<file path="config.mk">
export PLATFORM = sky130hd
export DESIGN_NAME = dbg_ack_ctrl
export DESIGN_NICKNAME = d
export VERILOG_FILES = /design/src/rtl/dbg_ack_pkg.sv /design/src/rtl/dbg_ack_pulse.sv /design/src/rtl/dbg_ack_cond.sv /design/src/rtl/dbg_ack_syncdet.sv /design/src/rtl/dbg_ack_ctrl.sv
export SDC_FILE = /design/constraint.sdc
export NUM_CORES = 1
export LEC_CHECK = 0
export BUFFER_PORTS_ARGS = -buffer_cell sky130_fd_sc_hd__buf_2
export CORE_MARGIN = 5
export CORE_UTILIZATION = 55
export DETAILED_ROUTE_END_ITERATION = 10
export GPL_TIMING_DRIVEN = 0
export PLACE_DENSITY = 0.85
export SLEW_MARGIN = 20
export SYNTH_ARGS = -nofsm -noshare
export SYNTH_HDL_FRONTEND = slang
export SYNTH_SLANG_ARGS = --single-unit
</file>
<file path="constraint.sdc">
create_clock -name clk -period 2.3 [get_ports clk]
set_input_delay 0.46 -clock clk [delete_from_list [all_inputs] [get_ports clk]]
set_output_delay 0.46 -clock clk [all_outputs]
set_load 0.005 [all_outputs]
</file>
<file path="src/rtl/dbg_ack_pkg.sv">
package dbg_ack_pkg;
  typedef enum logic [1:0] {PH_IDLE, PH_LOW, PH_SPEED} ack_phase_e;
  typedef enum logic [1:0] {PD_NONE, PD_READ, PD_WRITE} pend_kind_e;
endpackage

</file>
<file path="src/rtl/dbg_ack_pulse.sv">
module dbg_ack_pulse #(
  parameter int ACK_LEN = 16
) (
  input  logic clk,
  input  logic rst,
  input  logic start,
  output logic drv_oe,
  output logic drv_val,
  output logic active
);
  import dbg_ack_pkg::*;
  localparam int CW = (ACK_LEN > 1) ? $clog2(ACK_LEN) : 1;

  ack_phase_e    phase_q, phase_d;
  logic [CW-1:0] cnt_q, cnt_d;

  always_comb begin
    phase_d = phase_q;
    cnt_d   = cnt_q;
    case (phase_q)
      PH_IDLE: if (start) begin
        phase_d = PH_LOW;
        cnt_d   = CW'(ACK_LEN - 1);
      end
      PH_LOW: begin
        if (cnt_q == '0) phase_d = PH_SPEED;
        else             cnt_d   = cnt_q - 1'b1;
      end
      PH_SPEED: phase_d = PH_IDLE;
      default:  phase_d = PH_IDLE;
    endcase
  end

  always_ff @(posedge clk) begin
    if (rst) begin
      phase_q <= PH_IDLE;
      cnt_q   <= '0;
      drv_oe  <= 1'b0;
      drv_val <= 1'b0;
    end else begin
      phase_q <= phase_d;
      cnt_q   <= cnt_d;
      drv_oe  <= (phase_d != PH_IDLE);
      drv_val <= (phase_d == PH_SPEED);
    end
  end

  assign active = (phase_q != PH_IDLE);

  a_r4_low_first: assert property (@(posedge clk) disable iff (rst)
    $rose(drv_oe) |-> !drv_val);
  a_r4_speed_after_low: assert property (@(posedge clk) disable iff (rst)
    (drv_oe && !drv_val && cnt_q == '0) |=> (drv_oe && drv_val));
  a_r4_release_after_speed: assert property (@(posedge clk) disable iff (rst)
    (drv_oe && drv_val) |=> !drv_oe);
endmodule

</file>
<file path="src/rtl/dbg_ack_cond.sv">
module dbg_ack_cond (
  input  logic clk,
  input  logic rst,
  input  logic arm_rd,
  input  logic arm_wr,
  input  logic bus_done,
  input  logic rx_done,
  input  logic cancel,
  output logic pending,
  output logic done
);
  import dbg_ack_pkg::*;

  pend_kind_e kind_q;
  logic       bus_seen_q, rx_seen_q;
  logic       bus_ok, rx_ok;

  assign bus_ok  = bus_seen_q | bus_done;
  assign rx_ok   = rx_seen_q  | rx_done;
  assign done    = !cancel && (((kind_q == PD_READ) && bus_done) ||
                               ((kind_q == PD_WRITE) && bus_ok && rx_ok));
  assign pending = (kind_q != PD_NONE);

  always_ff @(posedge clk) begin
    if (rst) begin
      kind_q     <= PD_NONE;
      bus_seen_q <= 1'b0;
      rx_seen_q  <= 1'b0;
    end else if (cancel || done) begin
      kind_q     <= PD_NONE;
      bus_seen_q <= 1'b0;
      rx_seen_q  <= 1'b0;
    end else if (arm_rd) begin
      kind_q     <= PD_READ;
      bus_seen_q <= 1'b0;
      rx_seen_q  <= 1'b0;
    end else if (arm_wr) begin
      kind_q     <= PD_WRITE;
      bus_seen_q <= 1'b0;
      rx_seen_q  <= 1'b0;
    end else if (kind_q != PD_NONE) begin
      bus_seen_q <= bus_ok;
      rx_seen_q  <= rx_ok;
    end
  end

  a_r5_read_waits_bus: assert property (@(posedge clk) disable iff (rst)
    (kind_q == PD_READ && done) |-> bus_done);
  a_r6_write_needs_rx: assert property (@(posedge clk) disable iff (rst)
    (kind_q == PD_WRITE && done) |-> (rx_seen_q || rx_done));
  a_r6_write_needs_bus: assert property (@(posedge clk) disable iff (rst)
    (kind_q == PD_WRITE && done) |-> (bus_seen_q || bus_done));
  a_r10_cancel_clears: assert property (@(posedge clk) disable iff (rst)
    cancel |=> !pending);
endmodule

</file>
<file path="src/rtl/dbg_ack_syncdet.sv">
module dbg_ack_syncdet #(
  parameter int SYNC_LEN = 128
) (
  input  logic clk,
  input  logic rst,
  input  logic pin_in,
  input  logic self_drive,
  output logic fire,
  output logic sync_pulse
);
  localparam int CW = $clog2(SYNC_LEN + 1);

  logic [CW-1:0] run_q;
  logic          watch_low;

  assign watch_low = !pin_in && !self_drive;
  assign fire      = watch_low && (run_q == CW'(SYNC_LEN - 1));

  always_ff @(posedge clk) begin
    if (rst) begin
      run_q      <= '0;
      sync_pulse <= 1'b0;
    end else begin
      if (!watch_low)                    run_q <= '0;
      else if (run_q != CW'(SYNC_LEN))   run_q <= run_q + 1'b1;
      sync_pulse <= fire;
    end
  end

  a_r9_single_cycle: assert property (@(posedge clk) disable iff (rst)
    sync_pulse |=> !sync_pulse);
  a_r9_low_seen: assert property (@(posedge clk) disable iff (rst)
    $rose(sync_pulse) |-> $past(!pin_in));
endmodule

</file>
<file path="src/rtl/dbg_ack_ctrl.sv">
module dbg_ack_ctrl #(
  parameter int ACK_LEN  = 16,
  parameter int SYNC_LEN = 128
) (
  input  logic clk,
  input  logic rst,
  input  logic cmd_hs_on,
  input  logic cmd_hs_off,
  input  logic cmd_read,
  input  logic cmd_write,
  input  logic bus_done,
  input  logic rx_done,
  input  logic pin_in,
  output logic pin_oe,
  output logic pin_out,
  output logic busy,
  output logic sync_det
);
  logic hs_on_q, hold_q;
  logic pulse_active, pend, done, fire, start;
  logic idle_ok, acc_on, acc_off, acc_rd, acc_wr;

  assign busy    = pulse_active | pend;
  assign idle_ok = !busy && !hold_q && !fire;
  assign acc_on  = idle_ok && cmd_hs_on;
  assign acc_off = idle_ok && !cmd_hs_on && cmd_hs_off;
  assign acc_rd  = idle_ok && !cmd_hs_on && !cmd_hs_off && cmd_read;
  assign acc_wr  = idle_ok && !cmd_hs_on && !cmd_hs_off && !cmd_read && cmd_write;
  assign start   = acc_on || (done && hs_on_q);

  always_ff @(posedge clk) begin
    if (rst) begin
      hs_on_q <= 1'b0;
      hold_q  <= 1'b0;
    end else begin
      if (acc_on)       hs_on_q <= 1'b1;
      else if (acc_off) hs_on_q <= 1'b0;
      if (hold_q && pin_in) hold_q <= 1'b0;
      else if (fire)        hold_q <= 1'b1;
    end
  end

  dbg_ack_cond u_cond (
    .clk      (clk),
    .rst      (rst),
    .arm_rd   (acc_rd),
    .arm_wr   (acc_wr),
    .bus_done (bus_done),
    .rx_done  (rx_done),
    .cancel   (fire),
    .pending  (pend),
    .done     (done)
  );

  dbg_ack_pulse #(.ACK_LEN(ACK_LEN)) u_pulse (
    .clk     (clk),
    .rst     (rst),
    .start   (start),
    .drv_oe  (pin_oe),
    .drv_val (pin_out),
    .active  (pulse_active)
  );

  dbg_ack_syncdet #(.SYNC_LEN(SYNC_LEN)) u_sync (
    .clk        (clk),
    .rst        (rst),
    .pin_in     (pin_in),
    .self_drive (pin_oe),
    .fire       (fire),
    .sync_pulse (sync_det)
  );

  // input assumption: command strobes are mutually exclusive (R8 ordering)
  a_r8_cmd_onehot: assert property (@(posedge clk) disable iff (rst)
    $onehot0({cmd_hs_on, cmd_hs_off, cmd_read, cmd_write}));
  a_r2_no_ack_when_off: assert property (@(posedge clk) disable iff (rst)
    $rose(pin_oe) |-> hs_on_q);
  a_r3_self_ack: assert property (@(posedge clk) disable iff (rst)
    acc_on |=> (pin_oe && !pin_out && hs_on_q));
  a_r8_drive_implies_busy: assert property (@(posedge clk) disable iff (rst)
    pin_oe |-> busy);
  a_r10_hold_quiet: assert property (@(posedge clk) disable iff (rst)
    hold_q |-> (!pin_oe && !busy));
  a_r11_low_not_cut: assert property (@(posedge clk) disable iff (rst)
    (pin_oe && !pin_out) |=> pin_oe);
endmodule

</file>
==> flow_metrics.env, run 1 <==
export IMPL_syn_nets=136
export IMPL_setup_tns_final_ns=0
export IMPL_fin_area_sq_um=1220
export IMPL_core_area_sq_um=1940
export IMPL_start_util=0.572
export IMPL_hold_path_class="in -> reg"
export IMPL_place_port_buffers=11
export IMPL_critical_path_class="reg -> reg"
export IMPL_diodes=0
export IMPL_postRouteWirelength_mm=2.20
export IMPL_clock_path_buffers=2
export IMPL_ant_nets=0
export IMPL_die_x_um=54.9
export IMPL_power_density_nw_per_um2=798
export IMPL_p_leak_nw=0.479
export IMPL_tightest_slew_ns=0.520
export IMPL_critPathMaxFanout=6
export IMPL_gp_congestion=0.766
export IMPL_max_slew_margin=0.653
export IMPL_grt_pass1_vias=918
export IMPL_drt_pass1_iter_count=4
export IMPL_drt_iter0_drc=17
export IMPL_cts_tree="yes"
export IMPL_drc=0
export IMPL_rows=16
export IMPL_period_minus_slack_ns=1.97
export IMPL_slew_viol_final=0
export IMPL_wl_per_cell_um=13.2
export IMPL_setup_viol=0
export IMPL_layout_commonest_cell="dfxtp_1"
export IMPL_fillers=178
export IMPL_layout_common_cells="dfxtp_1, nor2_1, buf_2"
export IMPL_rsz0062_at_grt="no"
export IMPL_peakVddDrop_v=0.000556
export IMPL_yosysUniqueCellTypes=41
export IMPL_vias=941
export IMPL_clock_sinks=23
export IMPL_chipHeight_um=54.9
export IMPL_start_kind="flip-flop"
export IMPL_grt_total_usage=0.167
export IMPL_yosysWarnings=0
export IMPL_path_clk_slew_ns=0.13
export IMPL_die_area_sq_um=3020
export IMPL_htree_levels=1
export IMPL_final_nets=152
export IMPL_drv_cap=0
export IMPL_grt_max_degree=13
export IMPL_synth_seq_cells=23
export IMPL_dpl_hpwl_mm=1.69
export IMPL_clock_latency_ns=0.31
export IMPL_syn_to_final_growth_pct=10.4
export IMPL_antenna_found_initial=0
export IMPL_skew_ns=0.0126
export IMPL_cts_root_buf="clkbuf_4"
export IMPL_arrival_ns=2.16
export IMPL_final_util=0.631
export IMPL_run_status="completed"
export IMPL_cts_resized=0
export IMPL_postCtsSetupBuffers=0
export IMPL_cts_made_buffers=3
export IMPL_cp_end_kind="flip-flop"
export IMPL_io_pins=13
export IMPL_synth_cells=124
export IMPL_fmaxAchievable_mhz=507
export IMPL_synth_area_per_cell_sq_um=8.95
export IMPL_holdBufCountCts=0
export IMPL_post_route_period_util=0.858
export IMPL_grt_pass1_wl_mm=3.72
export IMPL_syn_cell_area_sq_um=1110
export IMPL_drive_above_1_share=0.158
export IMPL_drt_vias_per_instance=5.67
export IMPL_finalHoldViolCount=0
export IMPL_placed_cell_area_sq_um=1200
export IMPL_seq_area_frac_synth=0.415
export IMPL_cp_data_required_time_ns=2.48
export IMPL_grt_overflow=0
-- worst paths after layout --
| check | slack (ns) | depth (start not counted) | to | from |
|---|---|---|---|---|
| hold reg to reg | 0.49 | 1 | u_pulse.cnt_q[0] | u_pulse.cnt_q[0] |
| setup reg to reg | 0.33 | 6 | u_pulse.cnt_q[1] | u_sync.run_q[0] |
| setup / recovery | 0.33 | 6 | u_pulse.cnt_q[1] | u_sync.run_q[0] |
| hold / removal | 0.36 | 2 | u_cond.kind_q[1] | cmd_read |
-- cell families after synthesis --
| logic type | Yosys count | synth area share |
|---|---|---|
| XOR/XNOR | 7 | 0.0552 |
| flip-flops | 23 | 0.415 |
| multiplexers | 3 | 0.0293 |
| buffers and inverters | 11 | 0.0372 |
| AO/OA/AOI/OAI | 24 | 0.166 |
| AND/OR/NAND/NOR | 53 | 0.264 |
| adder cells (fa/ha/maj) | 3 | 0.0338 |
-- critical path, cell delays in order (launching register included) --
cell and delay [ns]:
dfxtp_1 0.42, ha_1 0.21, and3_1 0.16, clkbuf_1 0.25, nand3_1 0.17, o221ai_1 0.47, a221oi_1 0.18
-- final cells by class --
class                   instances  area, sq um  share of cell area
multi-input cells              90          608               0.496
flip-flops and latches         23          460               0.376
repair buffers                 11         55.1              0.0449
well taps                      27         33.8              0.0276
clock buffers                   4         26.3              0.0215
inverters                       7         26.3              0.0215
plain buffers                   4         15.0              0.0123
-- metal layers --
| metal | global-route usage | wire, um |
|---|---|---|
| met5 | 0 | 0 |
| met2 | 0.293 | 1070 |
| met4 | 0.0607 | 36 |
| met3 | 0.0241 | 112 |
| met1 | 0.206 | 975 |
-- where the power goes --
part | total, W | internal [W] | switching [W] | leakage (nW)
clock | 0.000183 | 0.0000675 | 0.000116 | 0.0150
sequential | 0.000502 | 0.000452 | 0.0000503 | 0.188
combinational | 0.000292 | 0.000137 | 0.000155 | 0.276
-- state kept, by name, indices dropped and copies added (netlist names) --
signal / cells
u_cond.rx_seen_q: 1
u_pulse.drv_val: 1
u_pulse.phase_q: 2
u_sync.run_q: 8
hold_q: 1
hs_on_q: 1
u_cond.bus_seen_q: 1
u_pulse.cnt_q: 4
u_cond.kind_q: 2
u_pulse.drv_oe: 1
u_sync.sync_pulse: 1
-- per-stage QoR --
| stage | setup slack [ns] | std cells | hold WS [ns] | total power, W |
|---|---|---|---|---|
| floorplan | 0.613 | 124 | 0.449 | 0.000724 |
| global placement | 0.351 | 162 | 0.468 | 0.000785 |
| detailed placement | 0.320 | 162 | 0.476 | 0.000803 |
| CTS | 0.311 | 166 | 0.354 | 0.000984 |
| global route | 0.150 | 166 | 0.364 | 0.00104 |
| finish | 0.326 | 166 | 0.358 | 0.000978 |
-- synth_stat cells (all sizes together) --
library cell | count | area [sq um]
a311oi | 2 | 35.0
mux2 | 2 | 22.5
inv | 7 | 26.3
or3b | 1 | 8.76
o21a | 1 | 7.51
o41ai | 1 | 8.76
nor4 | 2 | 12.5
or3 | 2 | 12.5
nor2 | 18 | 67.6
o31ai | 2 | 15.0
a211o | 2 | 18.8
and2 | 2 | 12.5
or2 | 1 | 6.26
clkbuf | 4 | 15.0
xor2 | 4 | 35.0
ha | 3 | 37.5
nand4b | 1 | 8.76
or2b | 1 | 7.51
a21oi | 4 | 20.0
nand3 | 4 | 20.0
a31oi | 3 | 18.8
and3 | 3 | 18.8
nor4b | 2 | 23.8
dfxtp | 23 | 460
o221ai | 1 | 8.76
mux2i | 1 | 10.0
nand2b | 3 | 18.8
o21ai | 5 | 25.0
a2111o | 1 | 11.3
o22ai | 1 | 6.26
xnor2 | 3 | 26.3
nor3 | 2 | 10.0
nand4 | 1 | 6.26
nand3b | 3 | 22.5
or4 | 1 | 11.3
a221oi | 1 | 8.76
nor2b | 1 | 6.26
nand2 | 5 | 18.8
No activity file was read; power rests on OpenSTA's default activity.
==> run 2, diff against run 1 <==
CORE_UTILIZATION = 25   (was 55)
GPL_TIMING_DRIVEN = not set   (was 0)
PLACE_DENSITY = 0.5   (was 0.85)
==> run 2 against run 1 <==
Against the previous run:
- clock skew down 0.011 ns
- largest cell class unchanged
- combinational power about the same
- flip-flop and latch count unchanged
- die area up 95%
- critical path type unchanged
- worst setup slack better by 0.092 ns
- global-route usage down 9.2 points
- non-clock buffer count is 3 lower
- critical path depth decreased by 1
==> flow_metrics.env, run 2 (same netlist as run 1, synthesis figures left out) <==
export IMPL_start_util=0.257
export IMPL_setup_tns_final_ns=0
export IMPL_htree_levels=1
export IMPL_clock_sinks=23
export IMPL_grt_total_usage=0.0749
export IMPL_rows=24
export IMPL_cts_resized=0
export IMPL_syn_to_final_growth_pct=14.0
export IMPL_grt_busiest_layer="met1"
export IMPL_gp_congestion=0.747
export IMPL_max_slew_margin=0.644
export IMPL_worst_hold_slack_ns=0.435
export IMPL_diodes=0
export IMPL_drt_vias_per_instance=4.86
export IMPL_rsz0062_at_grt="no"
export IMPL_period_minus_slack_ns=1.88
export IMPL_cp_data_required_time_ns=2.42
export IMPL_slew_viol_final=0
export IMPL_drt_pass1_iter_count=4
export IMPL_dpl_hpwl_mm=1.70
export IMPL_place_port_buffers=12
export IMPL_drive_above_1_share=0.169
export IMPL_grt_pass1_vias=855
export IMPL_reg2regPathDepth=5
export IMPL_cts_made_buffers=3
export IMPL_clock_path_buffers=2
export IMPL_final_nets=149
export IMPL_io_pins=13
export IMPL_skew_ns=0.00157
export IMPL_wl_per_cell_um=11.8
export IMPL_die_area_sq_um=5870
export IMPL_layout_common_cells="dfxtp_1, nor2_1, buf_2"
export IMPL_finalHoldViolCount=0
export IMPL_dp_cells=184
export IMPL_postRouteWirelength_mm=2.21
export IMPL_postCtsSetupBuffers=0
export IMPL_hold_path_class="in -> reg"
export IMPL_gr_usage_met1=0.113
export IMPL_ant_nets=0
export IMPL_grt_pass1_wl_mm=3.83
export IMPL_die_x_um=76.6
export IMPL_layoutNonFillerInstCount=188
export IMPL_cp_end_kind="flip-flop"
export IMPL_arrival_ns=2.00
export IMPL_min_path_cells=2
export IMPL_start_kind="flip-flop"
export IMPL_place_ws_ns=0.297
export IMPL_chipHeight_um=76.6
export IMPL_grt_max_degree=18
export IMPL_clock_latency_ns=0.26
export IMPL_power_density_nw_per_um2=822
export IMPL_critical_path_class="reg -> reg"
export IMPL_grt_use_met2=0.107
export IMPL_cts_root_buf="clkbuf_8"
export IMPL_core_area_sq_um=4320
export IMPL_drt_iter0_drc=24
export IMPL_path_clk_slew_ns=0.08
export IMPL_setup_slack_ns=0.418
export IMPL_run_status="completed"
export IMPL_critPathMaxFanout=6
export IMPL_drc=0
export IMPL_holdBufCountCts=0
export IMPL_fmaxAchievable_mhz=531
export IMPL_grt_util_met3=0.0177
export IMPL_cts_tree="yes"
export IMPL_largest_reg_flops=8
export IMPL_peakVddDrop_v=0.000200
export IMPL_setup_viol=0
export IMPL_grt_overflow=0
export IMPL_drv_cap=0
export IMPL_reg_top3="u_sync.run_q x8, u_pulse.cnt_q x4"
export IMPL_post_route_period_util=0.818
export IMPL_layout_commonest_cell="dfxtp_1"
export IMPL_regMostFlops="u_sync.run_q"
export IMPL_tightest_slew_ns=0.534
export IMPL_p_leak_nw=0.486
export IMPL_antenna_found_initial=0
export IMPL_vias=913
run 2: cell count changes in the layout (fill, tap and decap cells not counted):
cell      previous run  this run
buf_2               11        12
clkbuf_4             3         0
clkbuf_1             5         1
clkbuf_8             0         3
run 2: per-stage QoR:
step	area, sq um	util	power [W]
after floorplan	1110	-	0.000724
after global placement	1220	0.282	0.000787
after detailed placement	1220	0.282	0.000797
after CTS	1260	0.293	0.00105
after global routing	1260	0.293	0.00111
final	1260	0.293	0.00104
run 2: layout make-up:
class	count	area (sq um)
fillers	479	3060
inverters	7	26.3
multi-input cells	90	608
well taps	52	65.1
flip-flops and latches	23	460
repair buffers	12	60.1
clock buffers	4	45.0
run 2: path summary, 6_finish.rpt:
kind                    startpoint          endpoint  slack (ns)
setup / recovery   u_sync.run_q[0]  u_pulse.cnt_q[1]        0.42
hold / removal            cmd_read  u_cond.kind_q[1]        0.43
setup reg to reg   u_sync.run_q[0]  u_pulse.cnt_q[1]        0.42
hold reg to reg   u_pulse.cnt_q[0]  u_pulse.cnt_q[0]        0.48
run 2: critical path, cell delays in order, from the launching register on:
cell and delay (ns):
dfxtp_1 0.42, ha_1 0.21, and3_1 0.30, nand3_1 0.16, o221ai_1 0.48, a221oi_1 0.18
run 2: routing by layer:
| layer | wire length, um | up-vias |
|---|---|---|
| met5 | 0 | - |
| met4 | 0 | 0 |
| met3 | 62 | 0 |
| met2 | 957 | 9 |
| met1 | 1190 | 433 |
| li1 | - | 471 |
run 2: report_power, final:
part           total, W  switching (W)  leakage (nW)  internal, W
Sequential     0.000502      0.0000497         0.188     0.000452
Clock          0.000248       0.000125        0.0228     0.000123
Combinational  0.000290       0.000156         0.275     0.000134
Total           0.00104       0.000330         0.486     0.000709
==> run 3, diff against run 2 <==
ABC_AREA = 1   (was not set)
clock period = 1.8 ns   (was 2.3 ns; I/O delays follow)
==> run 3 against run 2 <==
Against the previous run:
- clock skew is 0.0054 ns higher
- critical path depth grew 5
- core utilization rose by 0.20 points
- synthesized cell count rose by 23%
- sequential share of layout area is 0.50 points lower
- combinational power up 28%
- die area grew 0.98%
- critical path type unchanged
==> flow_metrics.env, run 3 <==
export IMPL_drt_vias_per_instance=4.27
export IMPL_synth_area_per_cell_sq_um=7.38
export IMPL_grt_overflow=0
export IMPL_synthTopCellsByCount="inv_1, nand2_1, dfxtp_1, nor2_1, a21oi_1"
export IMPL_yosys_cell_count_top_type="inv_1"
export IMPL_r2r_end="u_pulse.cnt_q[2]"
export IMPL_drt_pass1_iter_count=4
export IMPL_grt_pass1_wl_mm=3.57
export IMPL_finalHoldViolCount=0
export IMPL_seq_area_frac_synth=0.410
export IMPL_clock_latency_ns=0.26
export IMPL_power_density_nw_per_um2=1020
export IMPL_tightest_slew_ns=0.380
export IMPL_grt_pass1_vias=842
export IMPL_cpMaxStageDelayCell="dfxtp_1"
export IMPL_die_x_um=77
export IMPL_syn_to_final_growth_pct=14.3
export IMPL_hp_start="pin_in"
export IMPL_rows=24
export IMPL_drive_above_1_share=0.180
export IMPL_synth_seq_cells=23
export IMPL_synth_edf_count=0
export IMPL_die_area_sq_um=5930
export IMPL_drt_iter0_drc=53
export IMPL_reg2regPathDepth=10
export IMPL_hold_path_class="in -> reg"
export IMPL_regMostFlops="u_sync.run_q"
export IMPL_postRouteWirelength_mm=2.05
export IMPL_cpMostUsedCell="nand3_2"
export IMPL_layout_common_cells="inv_1, nand2_1, dfxtp_1"
export IMPL_peakVddDrop_v=0.000534
export IMPL_path_clk_slew_ns=0.09
export IMPL_drv_cap=0
export IMPL_syn_nets=164
export IMPL_fin_area_sq_um=1280
export IMPL_fmaxAchievable_mhz=642
export IMPL_gp_congestion=0.731
export IMPL_yosys_area_top_type_share=0.410
export IMPL_max_slew_margin=0.745
export IMPL_critical_path_class="reg -> reg"
export IMPL_vias=936
export IMPL_postCtsSetupBuffers=0
export IMPL_holdBufCountCts=0
export IMPL_place_port_buffers=12
export IMPL_reg2reg_from="u_sync.run_q[0]"
export IMPL_cts_made_buffers=3
export IMPL_cp_data_required_time_ns=1.97
export IMPL_arrival_ns=1.72
export IMPL_start_kind="flip-flop"
export IMPL_antenna_found_initial=0
export IMPL_placed_cell_area_sq_um=1240
export IMPL_cts_resized=0
export IMPL_min_path_cells=2
export IMPL_yosysTopAreaCell="dfxtp_1"
export IMPL_grt_max_degree=14
export IMPL_cp_end_kind="flip-flop"
export IMPL_grt_total_usage=0.0732
export IMPL_slew_viol_final=0
export IMPL_syn_cell_area_sq_um=1120
export IMPL_synthFlopType="dfxtp_1"
export IMPL_critPathMaxFanout=6
export IMPL_dpl_hpwl_mm=1.63
export IMPL_io_pins=13
export IMPL_setup_viol=0
export IMPL_cts_tree="yes"
export IMPL_core_area_sq_um=4350
export IMPL_ant_nets=0
export IMPL_period_minus_slack_ns=1.56
export IMPL_skew_ns=0.00699
export IMPL_cts_root_buf="clkbuf_8"
export IMPL_async_reset_ff_frac=0
export IMPL_largest_reg_flops=8
export IMPL_regToRegSetupSlack_ns=0.24
export IMPL_setup_tns_final_ns=0
export IMPL_synth_cells=152
export IMPL_start_util=0.258
export IMPL_diodes=0
export IMPL_chipHeight_um=77
export IMPL_rsz0062_at_grt="no"
export IMPL_wl_per_cell_um=9.34
export IMPL_yosysUniqueCellTypes=22
export IMPL_yosysWarnings=0
export IMPL_hold_end="hold_q"
export IMPL_p_leak_nw=0.598
export IMPL_clock_sinks=23
export IMPL_post_route_period_util=0.865
export IMPL_htree_levels=1
export IMPL_ys_top_cells_by_area="dfxtp_1, inv_1, nand2_1"
export IMPL_crit_path_cell_trace="ha_1 -> nand3_2 -> nor2_4 -> nand2_4 -> nand3_2 -> nand3_2 -> nand2_2 -> nand2_1 -> nand2_1 -> nor2_2"
export IMPL_run_status="completed"
export IMPL_clock_path_buffers=2
export IMPL_reg_top3="u_sync.run_q x8, u_pulse.cnt_q x4"
export IMPL_layout_commonest_cell="inv_1"
export IMPL_max_stage_delay_ns=0.41
export IMPL_final_nets=180
export IMPL_drc=0
==> run 3: per-stage QoR <==
step	total power (W)	hold WS [ns]	util	worst slack [ns]	std cells
6_report	0.00131	0.301	0.295	0.244	219
3_5_place_dp	0.00100	0.463	0.284	0.245	215
3_3_place_gp	0.00101	0.459	0.284	0.267	215
5_1_grt	0.00141	0.298	0.295	0.103	219
4_1_cts	0.00133	0.299	0.295	0.237	219
2_1_floorplan	0.000912	0.439	-	0.373	152
==> run 3: where the power goes <==
group	internal, W	switching (W)	total [W]	leakage (nW)
combinational	0.000141	0.000231	0.000372	0.384
sequential	0.000574	0.0000414	0.000615	0.188
clock	0.000154	0.000164	0.000319	0.0255
total	0.000869	0.000436	0.00131	0.598
==> run 3: final cells by class <==
type	instances	area, sq um
Timing Repair Buffer	12	60.1
Clock buffer	3	41.3
Sequential cell	23	460
Clock inverter	1	5.00
Tap cell	52	65.1
Multi-Input combinational cell	102	553
Inverter	26	97.6
Fill cell	467	3070
==> run 3: worst max path at each step <==
| stage | slack (ns) | cells past startpoint | endpoint | startpoint |
|---|---|---|---|---|
| after detailed placement | 0.24 | 10 | u_pulse.cnt_q[2] | u_sync.run_q[0] |
| after CTS | 0.24 | 10 | u_pulse.cnt_q[2] | u_sync.run_q[0] |
| final | 0.24 | 10 | u_pulse.cnt_q[2] | u_sync.run_q[0] |
| after floorplan | 0.37 | 10 | u_pulse.cnt_q[2] | u_sync.run_q[0] |
| after global routing | 0.10 | 10 | u_pulse.cnt_q[2] | u_sync.run_q[0] |
| after global placement | 0.27 | 10 | u_pulse.cnt_q[2] | u_sync.run_q[0] |
==> run 3: cell families (layout without fill, tap and decap cells) <==
| logic type | Yosys count | count (layout) | share of synthesized area |
|---|---|---|---|
| xor gates and xnor gates | 3 | 3 | 0.0234 |
| buffers and inverters | 27 | 42 | 0.0970 |
| AOI/OAI and AO/OA | 19 | 19 | 0.0914 |
| DFF | 23 | 23 | 0.410 |
| adders and majority gates | 3 | 3 | 0.0334 |
| and+or+nand+nor | 77 | 77 | 0.344 |
==> run 3: metal layers <==
layer  track usage  up-vias  share of wire
li1              -      511              -
met1        0.0877      408           0.47
met2         0.119       15           0.47
met3        0.0246        2          0.034
met4        0.0309        0          0.017
met5             0        -              0
==> run 3: worst max-delay path, delay by kind of cell, from the launching register on <==
| family | cells | cell delay [ns] |
|---|---|---|
| adders and majority gates | 1 | 0.25 |
| DFF | 1 | 0.41 |
| and+or+nand+nor | 9 | 0.80 |
